===== src/rtl/flash_seq_pkg.sv =====
`timescale 1ns/1ps
package flash_seq_pkg;
  localparam logic [7:0] CMD_READ_ARRAY = 8'hFF;
  localparam logic [7:0] CMD_READ_ID    = 8'h90;
  localparam logic [7:0] CMD_READ_STAT  = 8'h70;
  localparam logic [7:0] CMD_CLR_STAT   = 8'h50;
  localparam logic [7:0] CMD_ERASE_BLK  = 8'h20;
  localparam logic [7:0] CMD_ERASE_CHIP = 8'h30;
  localparam logic [7:0] CMD_PROG_A     = 8'h40;
  localparam logic [7:0] CMD_PROG_B     = 8'h10;
  localparam logic [7:0] CMD_SUSPEND    = 8'hB0;
  localparam logic [7:0] CMD_CONFIRM    = 8'hD0;
  localparam logic [7:0] CMD_LOCK       = 8'h60;
  localparam logic [7:0] SUB_SET_BLK    = 8'h01;
  localparam logic [7:0] SUB_SET_PERM   = 8'hF1;

  typedef enum logic [1:0] {RM_ARRAY, RM_IDENT, RM_STATUS} readMode_e;
  typedef enum logic [1:0] {OP_BLK_ERASE = 2'd0, OP_CHIP_ERASE = 2'd1, OP_PROGRAM = 2'd2} opKind_e;

  typedef struct packed {
    logic      setBlkLock;
    logic      clrAllLocks;
    logic      setPermLock;
    logic      setSeqErr;
    logic      setLockErr;
    logic      setEraseErr;
    logic      setProgErr;
    logic      clrErr;
    logic      busy;
    logic      suspended;
    readMode_e mode;
  } seqStrobes_t;
endpackage


===== src/rtl/fcs_control.sv =====
`timescale 1ns/1ps
module fcs_control
  import flash_seq_pkg::*;
#(
  parameter int ADDR_W = 8
) (
  input  logic              clk,
  input  logic              rstN,
  input  logic              wrEn,
  input  logic [ADDR_W-1:0] wrAddr,
  input  logic [15:0]       wrData,
  input  logic              opDone,
  input  logic              opErr,
  input  logic              targetLocked,
  input  logic              anyLocked,
  input  logic              permLocked,
  output seqStrobes_t       strobes,
  output logic              opStart,
  output logic [1:0]        opKind,
  output logic [ADDR_W-1:0] opAddr,
  output logic [15:0]       opData,
  output logic              suspendReq,
  output logic              resumeReq
);
  typedef enum logic [2:0] {ST_IDLE, ST_ERASE, ST_CHIP, ST_PROG, ST_LOCK} seqState_e;

  seqState_e state, stateN;
  readMode_e mode, modeN;
  opKind_e   curKind, kindN;
  logic      busy, busyN, suspended, suspN;
  logic      startN, suspPN, resPN;
  logic [7:0] cmd;
  logic      running;

  assign cmd     = wrData[7:0];
  assign running = busy && !suspended;
  assign opKind  = curKind;

  always_comb begin
    stateN = state; modeN = mode; kindN = curKind;
    busyN = busy; suspN = suspended;
    startN = 1'b0; suspPN = 1'b0; resPN = 1'b0;
    strobes = '0;
    if (wrEn) begin
      case (state)
        ST_IDLE: begin
          if (running) begin
            if (cmd == CMD_SUSPEND) begin
              suspN = 1'b1; suspPN = 1'b1; modeN = RM_STATUS;
            end else if (cmd == CMD_READ_STAT) begin
              modeN = RM_STATUS;
            end
          end else begin
            case (cmd)
              CMD_READ_ARRAY: modeN = RM_ARRAY;
              CMD_READ_ID:    modeN = RM_IDENT;
              CMD_READ_STAT:  modeN = RM_STATUS;
              CMD_CLR_STAT:   strobes.clrErr = 1'b1;
              CMD_CONFIRM: if (suspended) begin
                suspN = 1'b0; resPN = 1'b1; modeN = RM_STATUS;
              end
              CMD_ERASE_BLK:  if (!suspended) stateN = ST_ERASE;
              CMD_ERASE_CHIP: if (!suspended) stateN = ST_CHIP;
              CMD_PROG_A, CMD_PROG_B: if (!suspended) stateN = ST_PROG;
              CMD_LOCK:       if (!suspended) stateN = ST_LOCK;
              default: ;
            endcase
          end
        end
        ST_ERASE, ST_CHIP: begin
          stateN = ST_IDLE; modeN = RM_STATUS;
          if (cmd != CMD_CONFIRM) strobes.setSeqErr = 1'b1;
          else if ((state == ST_ERASE) ? targetLocked : anyLocked) strobes.setLockErr = 1'b1;
          else begin
            startN = 1'b1; busyN = 1'b1;
            kindN = (state == ST_ERASE) ? OP_BLK_ERASE : OP_CHIP_ERASE;
          end
        end
        ST_PROG: begin
          stateN = ST_IDLE; modeN = RM_STATUS;
          if (targetLocked) strobes.setLockErr = 1'b1;
          else begin startN = 1'b1; busyN = 1'b1; kindN = OP_PROGRAM; end
        end
        ST_LOCK: begin
          stateN = ST_IDLE; modeN = RM_STATUS;
          case (cmd)
            SUB_SET_BLK:  if (permLocked) strobes.setLockErr = 1'b1; else strobes.setBlkLock = 1'b1;
            CMD_CONFIRM:  if (permLocked) strobes.setLockErr = 1'b1; else strobes.clrAllLocks = 1'b1;
            SUB_SET_PERM: strobes.setPermLock = 1'b1;
            default:      strobes.setSeqErr = 1'b1;
          endcase
        end
        default: stateN = ST_IDLE;
      endcase
    end
    if (opDone && busy) begin
      busyN = 1'b0; suspN = 1'b0; suspPN = 1'b0;
      if (opErr) begin
        if (curKind == OP_PROGRAM) strobes.setProgErr = 1'b1;
        else strobes.setEraseErr = 1'b1;
      end
    end
    strobes.busy = busy;
    strobes.suspended = suspended;
    strobes.mode = mode;
  end

  always_ff @(posedge clk) begin
    if (!rstN) begin
      state <= ST_IDLE; mode <= RM_ARRAY; curKind <= OP_BLK_ERASE;
      busy <= 1'b0; suspended <= 1'b0;
      opStart <= 1'b0; suspendReq <= 1'b0; resumeReq <= 1'b0;
      opAddr <= '0; opData <= '0;
    end else begin
      state <= stateN; mode <= modeN; curKind <= kindN;
      busy <= busyN; suspended <= suspN;
      opStart <= startN; suspendReq <= suspPN; resumeReq <= resPN;
      if (startN) begin
        opAddr <= wrAddr; opData <= wrData;
      end
    end
  end

  assert_req_onehot_R11: assert property (@(posedge clk) disable iff (!rstN)
    $onehot0({opStart, suspendReq, resumeReq}));
  assert_start_running_R4: assert property (@(posedge clk) disable iff (!rstN)
    opStart |-> (busy && !suspended));
  assert_suspend_state_R11: assert property (@(posedge clk) disable iff (!rstN)
    suspendReq |-> (busy && suspended));
  assert_resume_state_R11: assert property (@(posedge clk) disable iff (!rstN)
    resumeReq |-> (busy && !suspended));
  assert_pending_idle_R10: assert property (@(posedge clk) disable iff (!rstN)
    (state != ST_IDLE) |-> !busy);
endmodule


===== src/rtl/fcs_datapath.sv =====
`timescale 1ns/1ps
module fcs_datapath
  import flash_seq_pkg::*;
#(
  parameter int ADDR_W     = 8,
  parameter int NUM_BLOCKS = 4
) (
  input  logic              clk,
  input  logic              rstN,
  input  seqStrobes_t       strobes,
  input  logic [ADDR_W-1:0] wrAddr,
  input  logic [ADDR_W-1:0] rdAddr,
  input  logic [15:0]       arrayData,
  output logic [15:0]       rdData,
  output logic              targetLocked,
  output logic              anyLocked,
  output logic              permLocked
);
  localparam int BLK_W  = $clog2(NUM_BLOCKS);
  localparam int OFFS_W = ADDR_W - BLK_W;
  localparam logic [ADDR_W-1:0] ID_MFR_ADDR  = ADDR_W'(0);
  localparam logic [ADDR_W-1:0] ID_DEV_ADDR  = ADDR_W'(1);
  localparam logic [ADDR_W-1:0] ID_PERM_ADDR = ADDR_W'(3);
  localparam logic [OFFS_W-1:0] ID_LOCK_OFFS = OFFS_W'(2);

  logic [NUM_BLOCKS-1:0] lockBits;
  logic                  eraseErr, progErr, seqErr, lockErr;
  logic [BLK_W-1:0]      wrBlk, rdBlk;
  logic [15:0]           statusWord, identWord;

  assign wrBlk        = wrAddr[ADDR_W-1 -: BLK_W];
  assign rdBlk        = rdAddr[ADDR_W-1 -: BLK_W];
  assign targetLocked = lockBits[wrBlk];
  assign anyLocked    = |lockBits;

  always_ff @(posedge clk) begin
    if (!rstN) begin
      lockBits <= '0; permLocked <= 1'b0;
      eraseErr <= 1'b0; progErr <= 1'b0; seqErr <= 1'b0; lockErr <= 1'b0;
    end else begin
      if (strobes.clrAllLocks) lockBits <= '0;
      else if (strobes.setBlkLock) lockBits[wrBlk] <= 1'b1;
      if (strobes.setPermLock) permLocked <= 1'b1;
      if (strobes.clrErr) begin
        eraseErr <= 1'b0; progErr <= 1'b0; seqErr <= 1'b0; lockErr <= 1'b0;
      end
      if (strobes.setEraseErr) eraseErr <= 1'b1;
      if (strobes.setProgErr)  progErr  <= 1'b1;
      if (strobes.setSeqErr)   seqErr   <= 1'b1;
      if (strobes.setLockErr)  lockErr  <= 1'b1;
    end
  end

  assign statusWord = {8'h00, !(strobes.busy && !strobes.suspended), strobes.suspended,
                       eraseErr, progErr, seqErr, 1'b0, lockErr, 1'b0};

  always_comb begin
    if (rdAddr == ID_MFR_ADDR)                 identWord = 16'h00B0;
    else if (rdAddr == ID_DEV_ADDR)            identWord = 16'h00E9;
    else if (rdAddr == ID_PERM_ADDR)           identWord = {15'b0, permLocked};
    else if (rdAddr[OFFS_W-1:0] == ID_LOCK_OFFS) identWord = {15'b0, lockBits[rdBlk]};
    else                                       identWord = 16'h0000;
  end

  always_comb begin
    if (strobes.busy && !strobes.suspended) rdData = statusWord;
    else begin
      case (strobes.mode)
        RM_ARRAY: rdData = arrayData;
        RM_IDENT: rdData = identWord;
        default:  rdData = statusWord;
      endcase
    end
  end

  assert_perm_sticky_R9: assert property (@(posedge clk) disable iff (!rstN)
    permLocked |=> permLocked);
  assert_locks_frozen_R9: assert property (@(posedge clk) disable iff (!rstN)
    permLocked |=> $stable(lockBits));
  assert_clear_errs_R13: assert property (@(posedge clk) disable iff (!rstN)
    strobes.clrErr |=> (!seqErr && !lockErr));
  assert_busy_status_R10: assert property (@(posedge clk) disable iff (!rstN)
    (strobes.busy && !strobes.suspended) |-> (rdData[7] == 1'b0));
endmodule


===== src/rtl/flash_cmd_seq.sv =====
`timescale 1ns/1ps
module flash_cmd_seq
  import flash_seq_pkg::*;
#(
  parameter int ADDR_W     = 8,
  parameter int NUM_BLOCKS = 4
) (
  input  logic              clk,
  input  logic              rstN,
  input  logic              wrEn,
  input  logic [ADDR_W-1:0] wrAddr,
  input  logic [15:0]       wrData,
  input  logic [ADDR_W-1:0] rdAddr,
  output logic [15:0]       rdData,
  input  logic [15:0]       arrayData,
  output logic              opStart,
  output logic [1:0]        opKind,
  output logic [ADDR_W-1:0] opAddr,
  output logic [15:0]       opData,
  output logic              suspendReq,
  output logic              resumeReq,
  input  logic              opDone,
  input  logic              opErr
);
  seqStrobes_t strobes;
  logic targetLocked, anyLocked, permLocked;

  fcs_control #(.ADDR_W(ADDR_W)) u_ctrl (
    .clk(clk), .rstN(rstN), .wrEn(wrEn), .wrAddr(wrAddr), .wrData(wrData),
    .opDone(opDone), .opErr(opErr), .targetLocked(targetLocked),
    .anyLocked(anyLocked), .permLocked(permLocked), .strobes(strobes),
    .opStart(opStart), .opKind(opKind), .opAddr(opAddr), .opData(opData),
    .suspendReq(suspendReq), .resumeReq(resumeReq)
  );

  fcs_datapath #(.ADDR_W(ADDR_W), .NUM_BLOCKS(NUM_BLOCKS)) u_data (
    .clk(clk), .rstN(rstN), .strobes(strobes), .wrAddr(wrAddr), .rdAddr(rdAddr),
    .arrayData(arrayData), .rdData(rdData), .targetLocked(targetLocked),
    .anyLocked(anyLocked), .permLocked(permLocked)
  );
endmodule


===== config.mk =====
export PLATFORM = sky130hd
export DESIGN_NAME = flash_cmd_seq
export DESIGN_NICKNAME = d
export VERILOG_FILES = /design/src/rtl/flash_seq_pkg.sv /design/src/rtl/fcs_control.sv /design/src/rtl/fcs_datapath.sv /design/src/rtl/flash_cmd_seq.sv
export SDC_FILE = /design/constraint.sdc
export NUM_CORES = 1
export LEC_CHECK = 0
export BUFFER_PORTS_ARGS = -buffer_cell sky130_fd_sc_hd__buf_2
export CORE_ASPECT_RATIO = 1.4
export CORE_UTILIZATION = 40
export CTS_BUF_LIST = sky130_fd_sc_hd__clkbuf_4 sky130_fd_sc_hd__clkbuf_8
export DETAILED_ROUTE_END_ITERATION = 10
export HOLD_SLACK_MARGIN = 0.05
export PLACE_DENSITY = 0.68
export SLEW_MARGIN = 20
export SYNTH_ARGS = -nofsm -noshare
export SYNTH_HDL_FRONTEND = slang
export SYNTH_SLANG_ARGS = --single-unit

===== constraint.sdc =====
create_clock -name clk -period 4.54 [get_ports clk]
set_clock_uncertainty 0.1 [all_clocks]
set_input_delay 0.681 -clock clk [delete_from_list [all_inputs] [get_ports clk]]
set_output_delay 0.681 -clock clk [all_outputs]
set_load 0.02 [all_outputs]

## After elaboration in Yosys (flattened, before gate mapping)

Cells that the tools add are included.
W data, S select, Z words.

- Order comparisons: 3
- Eq/ne operators: 36
- Muxes and demuxes: 73
- Bitwise operators: 6
- Reduce and logical (&&, ||, !) cells: 29

Operators by type and width:

| operator | number |
|---|---|
| $mux W16 | 4 |
| $eq A8 B8 Y1 const B | 5 |
| $mux W1 | 40 |
| $eq A8 B7 Y1 const B | 4 |
| $pmux W16 S2 | 1 |
| $mux W3 | 7 |
| $mux W2 | 9 |
| $eq A8 B1 Y1 const B | 2 |
| $eq A8 B6 Y1 const B | 2 |
| $reduce_bool A2 Y1 | 7 |
| $ne A3 B3 Y1 const B | 4 |
| $pmux W3 S4 | 1 |
| $ne A2 B2 Y1 const B | 5 |
| $reduce_and A5 Y1 | 2 |
| $reduce_or A2 Y1 | 5 |
| $reduce_or A5 Y1 | 2 |
| $eq A8 B2 Y1 const B | 1 |
| $eq A8 B5 Y1 const B | 1 |
| $logic_not A8 Y1 | 1 |
| $ne A8 B8 Y1 const B | 1 |
| $pmux W2 S2 | 2 |
| $pmux W2 S4 | 1 |
| $reduce_or A4 Y1 | 2 |
| $reduce_and A7 Y1 | 1 |
| 25 further kinds | 37 |

- Register bits after elaboration: 45
- Input bits: 53
- Output and inout bits: 45
- Logic and storage cells: 163

## Depth between registers and ports, before layout

Gate-level depths: netlist (run 1).

- Word-level depth: 8
- Depth in mapped cells: 8
- Mapped depth without buffers: 5

## Hierarchy

Synthesis (run 1) repeated with hierarchy kept, for this count alone.

- Cell total of the unflattened synthesis: 306
- Area total of the unflattened synthesis: 2,527.4 µm²

By module, submodules not included:

| module | times used | cells an instance | area an instance (µm²) | seq. area each (µm²) |
|---|---|---|---|---|
| fcs_control | 1 | 228 | 1,908.1 | 720.7 |
| fcs_datapath | 1 | 78 | 619.3 | 180.2 |

## Least setup slack after synthesis (run 1)

OpenSTA, ideal clock, no wires.

- Kind: input -> output
- Start point: input rdAddr[3]
- End point: output rdData[0]
- Arrival: 2,192 ps
- Path slack: 1,567 ps
- Stages on the path: 5
- Path buffers: 0
- Cells stage by stage: nor4_1 nand2_1 nor4_1 nand2_1 a311oi_1

- Longest elaborated chain between the ends: 7
- Elaborated cells between the ends (all ways): 10
- Those cells by class: eq/ne: 3; mux: 6; reduce/logical: 1

Ends and longest elaborated chain:

| item | line | text |
|---|---|---|
| start, declared | flash_cmd_seq.sv:13 | `input logic [ADDR_W-1:0] rdAddr,` |
| $eq A6 B2 Y1 | fcs_datapath.sv:61 | `else if (rdAddr[OFFS_W-1:0] == ID_LOCK_OFFS) identWord = {15'b0, lockBits[rdBlk]};` |
| $mux W1 | fcs_datapath.sv:61 |  |
| $mux W16 | fcs_datapath.sv:60 | `else if (rdAddr == ID_PERM_ADDR) identWord = {15'b0, permLocked};` |
| $mux W16 | fcs_datapath.sv:59 | `else if (rdAddr == ID_DEV_ADDR) identWord = 16'h00E9;` |
| $mux W16 (*) | fcs_datapath.sv:58 | `if (rdAddr == ID_MFR_ADDR) identWord = 16'h00B0;` |
| $pmux W16 S2 (*) | fcs_datapath.sv:68 | `case (strobes.mode)` |
| $mux W16 (*) | fcs_datapath.sv:66 | `if (strobes.busy && !strobes.suspended) rdData = statusWord;` |
| end, declared | flash_cmd_seq.sv:14 | `output logic [15:0] rdData,` |

Mark *: on every way between the ends. The rest lies on a longest branch, timed or not.

## Worst setup path in the final report (run 1)

Same ends and word-level chain as after synthesis.

==> flow_metrics.env, run 1 <==
export IMPL_synth_cell_types=48
export IMPL_drc_errors=0
export IMPL_synth_seq_cells=45
export IMPL_wl_per_cell_um=13.4
export IMPL_n_fill_cell=591
export IMPL_first_pass_iters=4
export IMPL_synthArstFlopShare=0
export IMPL_powerDensity_nw_per_um2=262
export IMPL_drt_iter0_drc=76
export IMPL_cts_max_level=2
export IMPL_wl_mm=6.22
export IMPL_setup_violations_final=0
export IMPL_synth_area_um2=2460
export IMPL_drv_slew=0
export IMPL_overflow=0
export IMPL_pin_count=98
export IMPL_path_class="in -> out"
export IMPL_postCtsSetupRepairBufs=0
export IMPL_die_h_um=94.8
export IMPL_end_kind="output pin"
export IMPL_clk_path_buf_depth=2
export IMPL_power_leakage_nw=1.51
export IMPL_path_clk_slew_ns=0.08
export IMPL_hold_class="reg -> reg"
export IMPL_ir_worst_vdd_uv=181
export IMPL_clock_fmax_mhz=322
export IMPL_vias=2465
export IMPL_track_usage=0.200
export IMPL_avgSynthCellArea_um2=8.09
export IMPL_yosysTopAreaCell="dfxtp_1"
export IMPL_grt_max_degree=62
export IMPL_ant_nets=0
export IMPL_cts_made_buffers=5
export IMPL_die_area_um2=6470
export IMPL_fp_dieW_um=68.3
export IMPL_dp_hpwl_mm=4.67
export IMPL_rows=33
export IMPL_num_antenna_cells=0
export IMPL_tritoncts="done"
export IMPL_netlist_instances=304
export IMPL_final_area_um2=3070
export IMPL_antenna_found_initial=0
export IMPL_yosysWarningCount=0
export IMPL_rsz0062_at_grt="false"
export IMPL_status="finished clean"
export IMPL_maxSlewHeadroom=0.491
export IMPL_grt_pass1_wl_mm=9.79
export IMPL_worstSetupStartpointType="input pin"
export IMPL_report_final_hold_viol_count=0
export IMPL_crit_family="simple AND/OR/NAND/NOR gates"
export IMPL_worst_path_max_fanout=4
export IMPL_slowest_delay_ns=0.45
export IMPL_crit_chain="buf_2 > nor4_1 > nand2_1 > nor4_1 > nand2_1 > a311oi_1 > buf_2"
export IMPL_port_buffers=97
export IMPL_clock_latency_ns=0.30
export IMPL_ys_seq_area_frac=0.366
export IMPL_synth_edf_count=0
export IMPL_crit_buf_inv=2
export IMPL_yosysTopAreaCellShare=0.366
export IMPL_gp_congestion=0.903
export IMPL_core_um2=5900
export IMPL_worst_endpoint_arrival_ns=2.33
export IMPL_worst_pin_slew_ns=0.753
export IMPL_grt_pass1_vias=2160
export IMPL_synth_fp_nets=357
export IMPL_cts_sinks=45
export IMPL_drive_gt1_frac=0.290
export IMPL_place_area_um2=2950
export IMPL_cp_required_ns=3.76
export IMPL_area_growth_pct=25.0
export IMPL_start_util=0.416
export IMPL_hold_buffers=0
export IMPL_drv_cap=0
export IMPL_fin_tns_setup_ns=0
export IMPL_viasPerCell=5.32
export IMPL_fin_crit_sh=0.685
export IMPL_cts_resized=0
export IMPL_root_buffer="clkbuf_8"
export IMPL_period_needed_ns=3.11
export IMPL_cp_slowest_cell="nor4_1"
export IMPL_final_net_count=445
export IMPL_synth_flop_cell="dfxtp_1"
export IMPL_synth_area_top_cells="dfxtp_1 (37%), mux2i_1 (11%), nand2_1 (10%)"
-- placed cells by master, fill, tap and decap left out, drive strengths merged, types with 2 or more instances in the layout --
cell,instances
nor2,19
nor4,6
clkbuf,7
or4,2
and3,2
a31oi,7
a41oi,2
nand3,10
o21a,5
inv,9
mux2i,27
nand3b,4
o21ai,5
a22oi,2
and2,13
buf,98
nor2b,3
a311oi,2
mux4,2
nand4,5
nor3b,4
xor2,2
a21oi,10
nand2,68
nor3,11
o31ai,3
o22ai,3
dfxtp,45
nand2b,4
-- cells by family after synthesis --
logic type | Yosys count | synth area share
AND/OR/NAND/NOR | 156 | 0.321
AO/OA/AOI/OAI | 46 | 0.129
multiplexers | 29 | 0.128
flip-flops | 45 | 0.366
XOR/XNOR | 2 | 0.00713
buffers and inverters | 26 | 0.0489
-- state kept, by name, summed over array words and instances, names as in the netlist --
register	cells
u_ctrl.opAddr	8
u_ctrl.opData	16
u_data.eraseErr	1
u_data.permLocked	1
u_ctrl.suspendReq	1
u_ctrl.mode	2
u_data.progErr	1
u_data.lockErr	1
u_ctrl.opKind	2
u_ctrl.opStart	1
u_ctrl.busy	1
u_ctrl.resumeReq	1
u_ctrl.state	3
u_data.lockBits	4
u_ctrl.suspended	1
u_data.seqErr	1
-- worst min-delay path, cell delays in order, from the launching register on --
cell and delay, ns:
dfxtp_1 0.31, nand2_1 0.05, mux2i_1 0.06
-- synthesized netlist by cell type, types with 7 or more instances --
library cell	number
nand2_1	68
dfxtp_1	45
nand3_1	10
and2_1	13
inv_1	9
clkbuf_1	14
mux2i_1	27
a21oi_1	10
nor3_1	11
a31oi_1	7
nor2_1	19
-- cell type report --
| type | instances | area (µm²) | area share |
|---|---|---|---|
| Clock buffer | 7 | 90.1 | 0.0293 |
| Clock inverter | 1 | 30.0 | 0.00977 |
| Inverter | 9 | 33.8 | 0.0110 |
| Multi-Input combinational cell | 233 | 1440 | 0.468 |
| Sequential cell | 45 | 901 | 0.293 |
| Tap cell | 70 | 87.6 | 0.0285 |
| Timing Repair Buffer | 98 | 493 | 0.160 |
-- final timing paths --
path,start,to,slack (ns),depth (start not counted)
hold / removal,u_ctrl.opData[11]$_SDFFE_PN0P_,u_ctrl.opData[11]$_SDFFE_PN0P_,0.36,2
setup / recovery,rdAddr[3],rdData[0],1.43,7
setup reg to reg,u_ctrl.state[0]$_SDFFE_PN0P_,u_ctrl.state[0]$_SDFFE_PN0P_,2.13,5
hold reg to reg,u_ctrl.opData[11]$_SDFFE_PN0P_,u_ctrl.opData[11]$_SDFFE_PN0P_,0.36,2
-- power breakdown --
group / total (W) / switching (W) / internal, W
sequential: 0.000395 / 0.000000272 / 0.000394
combinational: 0.0000898 / 0.0000543 / 0.0000356
clock: 0.000320 / 0.000135 / 0.000185
-- stage by stage --
step,cells,power (W),hold WS (ns),setup WS [ns],utilization
detailed placement,455,0.000493,0.350,1.39,0.500
floorplan,304,0.000452,0.347,1.57,-
finish,463,0.000805,0.360,1.43,0.520
global route,463,0.000841,0.379,1.11,0.520
global placement,455,0.000493,0.341,1.49,0.500
CTS,463,0.000813,0.367,1.39,0.520
-- routing by layer --
layer / share of wire / track usage / routed length (µm)
met1: 0.43 / 0.225 / 2650
met2: 0.50 / 0.358 / 3130
met3: 0.055 / 0.0447 / 339
met4: 0.015 / 0.0694 / 95
met5: 0 / 0 / 0
(Power assumes the default switching activity.)
==> run 2, diff against run 1 <==
--- a/config.mk
+++ b/config.mk
@@ -11,7 +11,7 @@
 export CTS_BUF_LIST = sky130_fd_sc_hd__clkbuf_4 sky130_fd_sc_hd__clkbuf_8
 export DETAILED_ROUTE_END_ITERATION = 10
 export HOLD_SLACK_MARGIN = 0.05
-export PLACE_DENSITY = 0.68
+export PLACE_DENSITY = 0.71
 export SLEW_MARGIN = 20
 export SYNTH_ARGS = -nofsm -noshare
 export SYNTH_HDL_FRONTEND = slang
==> constraint.sdc (replaced) <==
create_clock -name clk -period 2.8 [get_ports clk]
set_clock_uncertainty 0.1 [all_clocks]
set_input_delay 0.42 -clock clk [delete_from_list [all_inputs] [get_ports clk]]
set_output_delay 0.42 -clock clk [all_outputs]
set_load 0.02 [all_outputs]
==> run 2 against run 1 <==
Via count is 0.81% lower. Clock power up 32%. Largest cell class unchanged. Critical path type unchanged. Utilization rose by 0.36 points. Combinational power increased by 63%. Worst hold slack lost 0.13 ns. Clock-buffer cell count did not move. Sequential cell count did not move. Global-route usage down 0.60 points. Non-clock buffer count grew 5. Highest routed layer unchanged. Sequential power increased by 62%.
==> flow_metrics.env, run 2 (synthesized netlist as in run 1, its figures left out) <==
export IMPL_crit_start="rdAddr[3]"
export IMPL_worst_path_max_fanout=3
export IMPL_first_pass_iters=4
export IMPL_slowest_delay_ns=0.37
export IMPL_die_h_um=94.8
export IMPL_power_leakage_nw=1.53
export IMPL_area_growth_pct=25.9
export IMPL_fp_dieW_um=68.3
export IMPL_reg2reg_from="u_ctrl.state[0]$_SDFFE_PN0P_"
export IMPL_dp_hpwl_mm=4.67
export IMPL_gp_congestion=0.896
export IMPL_report_final_hold_viol_count=0
export IMPL_clk_path_buf_depth=2
export IMPL_track_usage=0.194
export IMPL_worst_pin_slew_ns=0.606
export IMPL_r2r_slack_ns=0.72
export IMPL_start_util=0.416
export IMPL_rsz0062_at_grt="false"
export IMPL_final_net_count=450
export IMPL_hold_buffers=0
export IMPL_clock_latency_ns=0.30
export IMPL_drv_cap=0
export IMPL_stdcell_count=468
export IMPL_core_um2=5900
export IMPL_maxSlewHeadroom=0.593
export IMPL_cts_resized=0
export IMPL_largest_register_ffs=16
export IMPL_setup_violations_final=0
export IMPL_grt_max_degree=52
export IMPL_root_buffer="clkbuf_8"
export IMPL_cts_made_buffers=5
export IMPL_powerDensity_nw_per_um2=390
export IMPL_antenna_found_initial=0
export IMPL_rows=33
export IMPL_die_area_um2=6470
export IMPL_grt_pass1_wl_mm=9.58
export IMPL_drive_gt1_frac=0.299
export IMPL_viasPerCell=5.22
export IMPL_drt_iter0_drc=84
export IMPL_crit_family="simple AND/OR/NAND/NOR gates"
export IMPL_fin_tns_setup_ns=0
export IMPL_vias=2445
export IMPL_period_needed_ns=2.39
export IMPL_grt_pass1_vias=2223
export IMPL_crit_buf_inv=2
export IMPL_worst_endpoint_arrival_ns=1.87
export IMPL_cts_sinks=45
export IMPL_clock_fmax_mhz=418
export IMPL_tritoncts="done"
export IMPL_layout_commonest_cell="buf_2"
export IMPL_regMostFlops="u_ctrl.opData"
export IMPL_pin_count=98
export IMPL_worstSetupStartpointType="input pin"
export IMPL_end_kind="output pin"
export IMPL_biggestRegsByFlops="u_ctrl.opData: 16 flops, u_ctrl.opAddr: 8 flops, u_data.lockBits: 4 flops"
export IMPL_drc_errors=0
export IMPL_ir_worst_vdd_uv=331
export IMPL_placed_cells=460
export IMPL_cts_max_level=2
export IMPL_path_class="in -> out"
export IMPL_num_antenna_cells=0
export IMPL_layout_cells_most_common_list="buf_2 (97), nand2_1 (68), dfxtp_1 (45)"
export IMPL_cp_slowest_cell="nor4_1"
export IMPL_postCtsSetupRepairBufs=0
export IMPL_port_buffers=97
export IMPL_drv_slew=0
export IMPL_status="finished clean"
export IMPL_fin_crit_sh=0.855
export IMPL_path_clk_slew_ns=0.09
export IMPL_wl_mm=6.10
export IMPL_min_from="opDone"
export IMPL_ant_nets=0
export IMPL_hold_class="in -> reg"
export IMPL_overflow=0
export IMPL_cp_required_ns=2.28
export IMPL_wl_per_cell_um=13.0
export IMPL_crit_chain="buf_2 > nor4_1 > nand2_1 > nor4_1 > nand2_1 > a311oi_1 > buf_2"
## run 2: per-layer routing
layer  GRT usage  up-vias  routed length, µm  part of all wire
li1            -     1258                  -                 -
met3      0.0314       11                289             0.047
met1       0.208     1093               2510              0.41
met2       0.351       83               3150              0.52
met4      0.0990        0                153             0.025
met5           0        -                  0                 0
## run 2: cell type report
class	count	area [µm²]
Inverter	9	33.8
Fill cell	572	2810
Clock inverter	1	7.51
Multi-Input combinational cell	233	1440
Sequential cell	45	901
Timing Repair Buffer	103	543
Tap cell	70	87.6
Clock buffer	7	83.8
## run 2: path summary, 6_finish.rpt
path,endpoint,depth (start not counted)
worst min-delay path,u_ctrl.suspendReq$_SDFF_PP0_,2
worst min register to register,u_ctrl.opAddr[4]$_SDFFE_PN0P_,2
worst max-delay path,rdData[0],7
worst max register to register,u_ctrl.state[0]$_SDFFE_PN0P_,6
## run 2: report_power, final
| group | total, W | internal [W] | switching [W] | leakage (nW) |
|---|---|---|---|---|
| logic | 0.000146 | 0.0000587 | 0.0000872 | 1.12 |
| registers | 0.000640 | 0.000639 | 0.000000423 | 0.362 |
| clock network | 0.000421 | 0.000196 | 0.000225 | 0.0453 |
## run 2: per-stage QoR
stage	instance area, µm²	setup slack (ns)	hold slack (ns)	power (W)	utilization
CTS	3090	0.375	0.222	0.00122	0.524
finish	3090	0.405	0.227	0.00121	0.524
global placement	3000	0.451	0.342	0.000800	0.509
global route	3090	0.185	0.240	0.00126	0.524
floorplan	2460	0.349	0.347	0.000732	-
detailed placement	3000	0.374	0.351	0.000801	0.509
## run 2: worst reg2reg max path: stages, from the launching register on
cell     delay (ns)
dfxtp_1        0.43
nor4b_1        0.33
buf_4          0.18
and2_1         0.15
or4b_1         0.52
a21o_1         0.19
a21oi_1        0.12
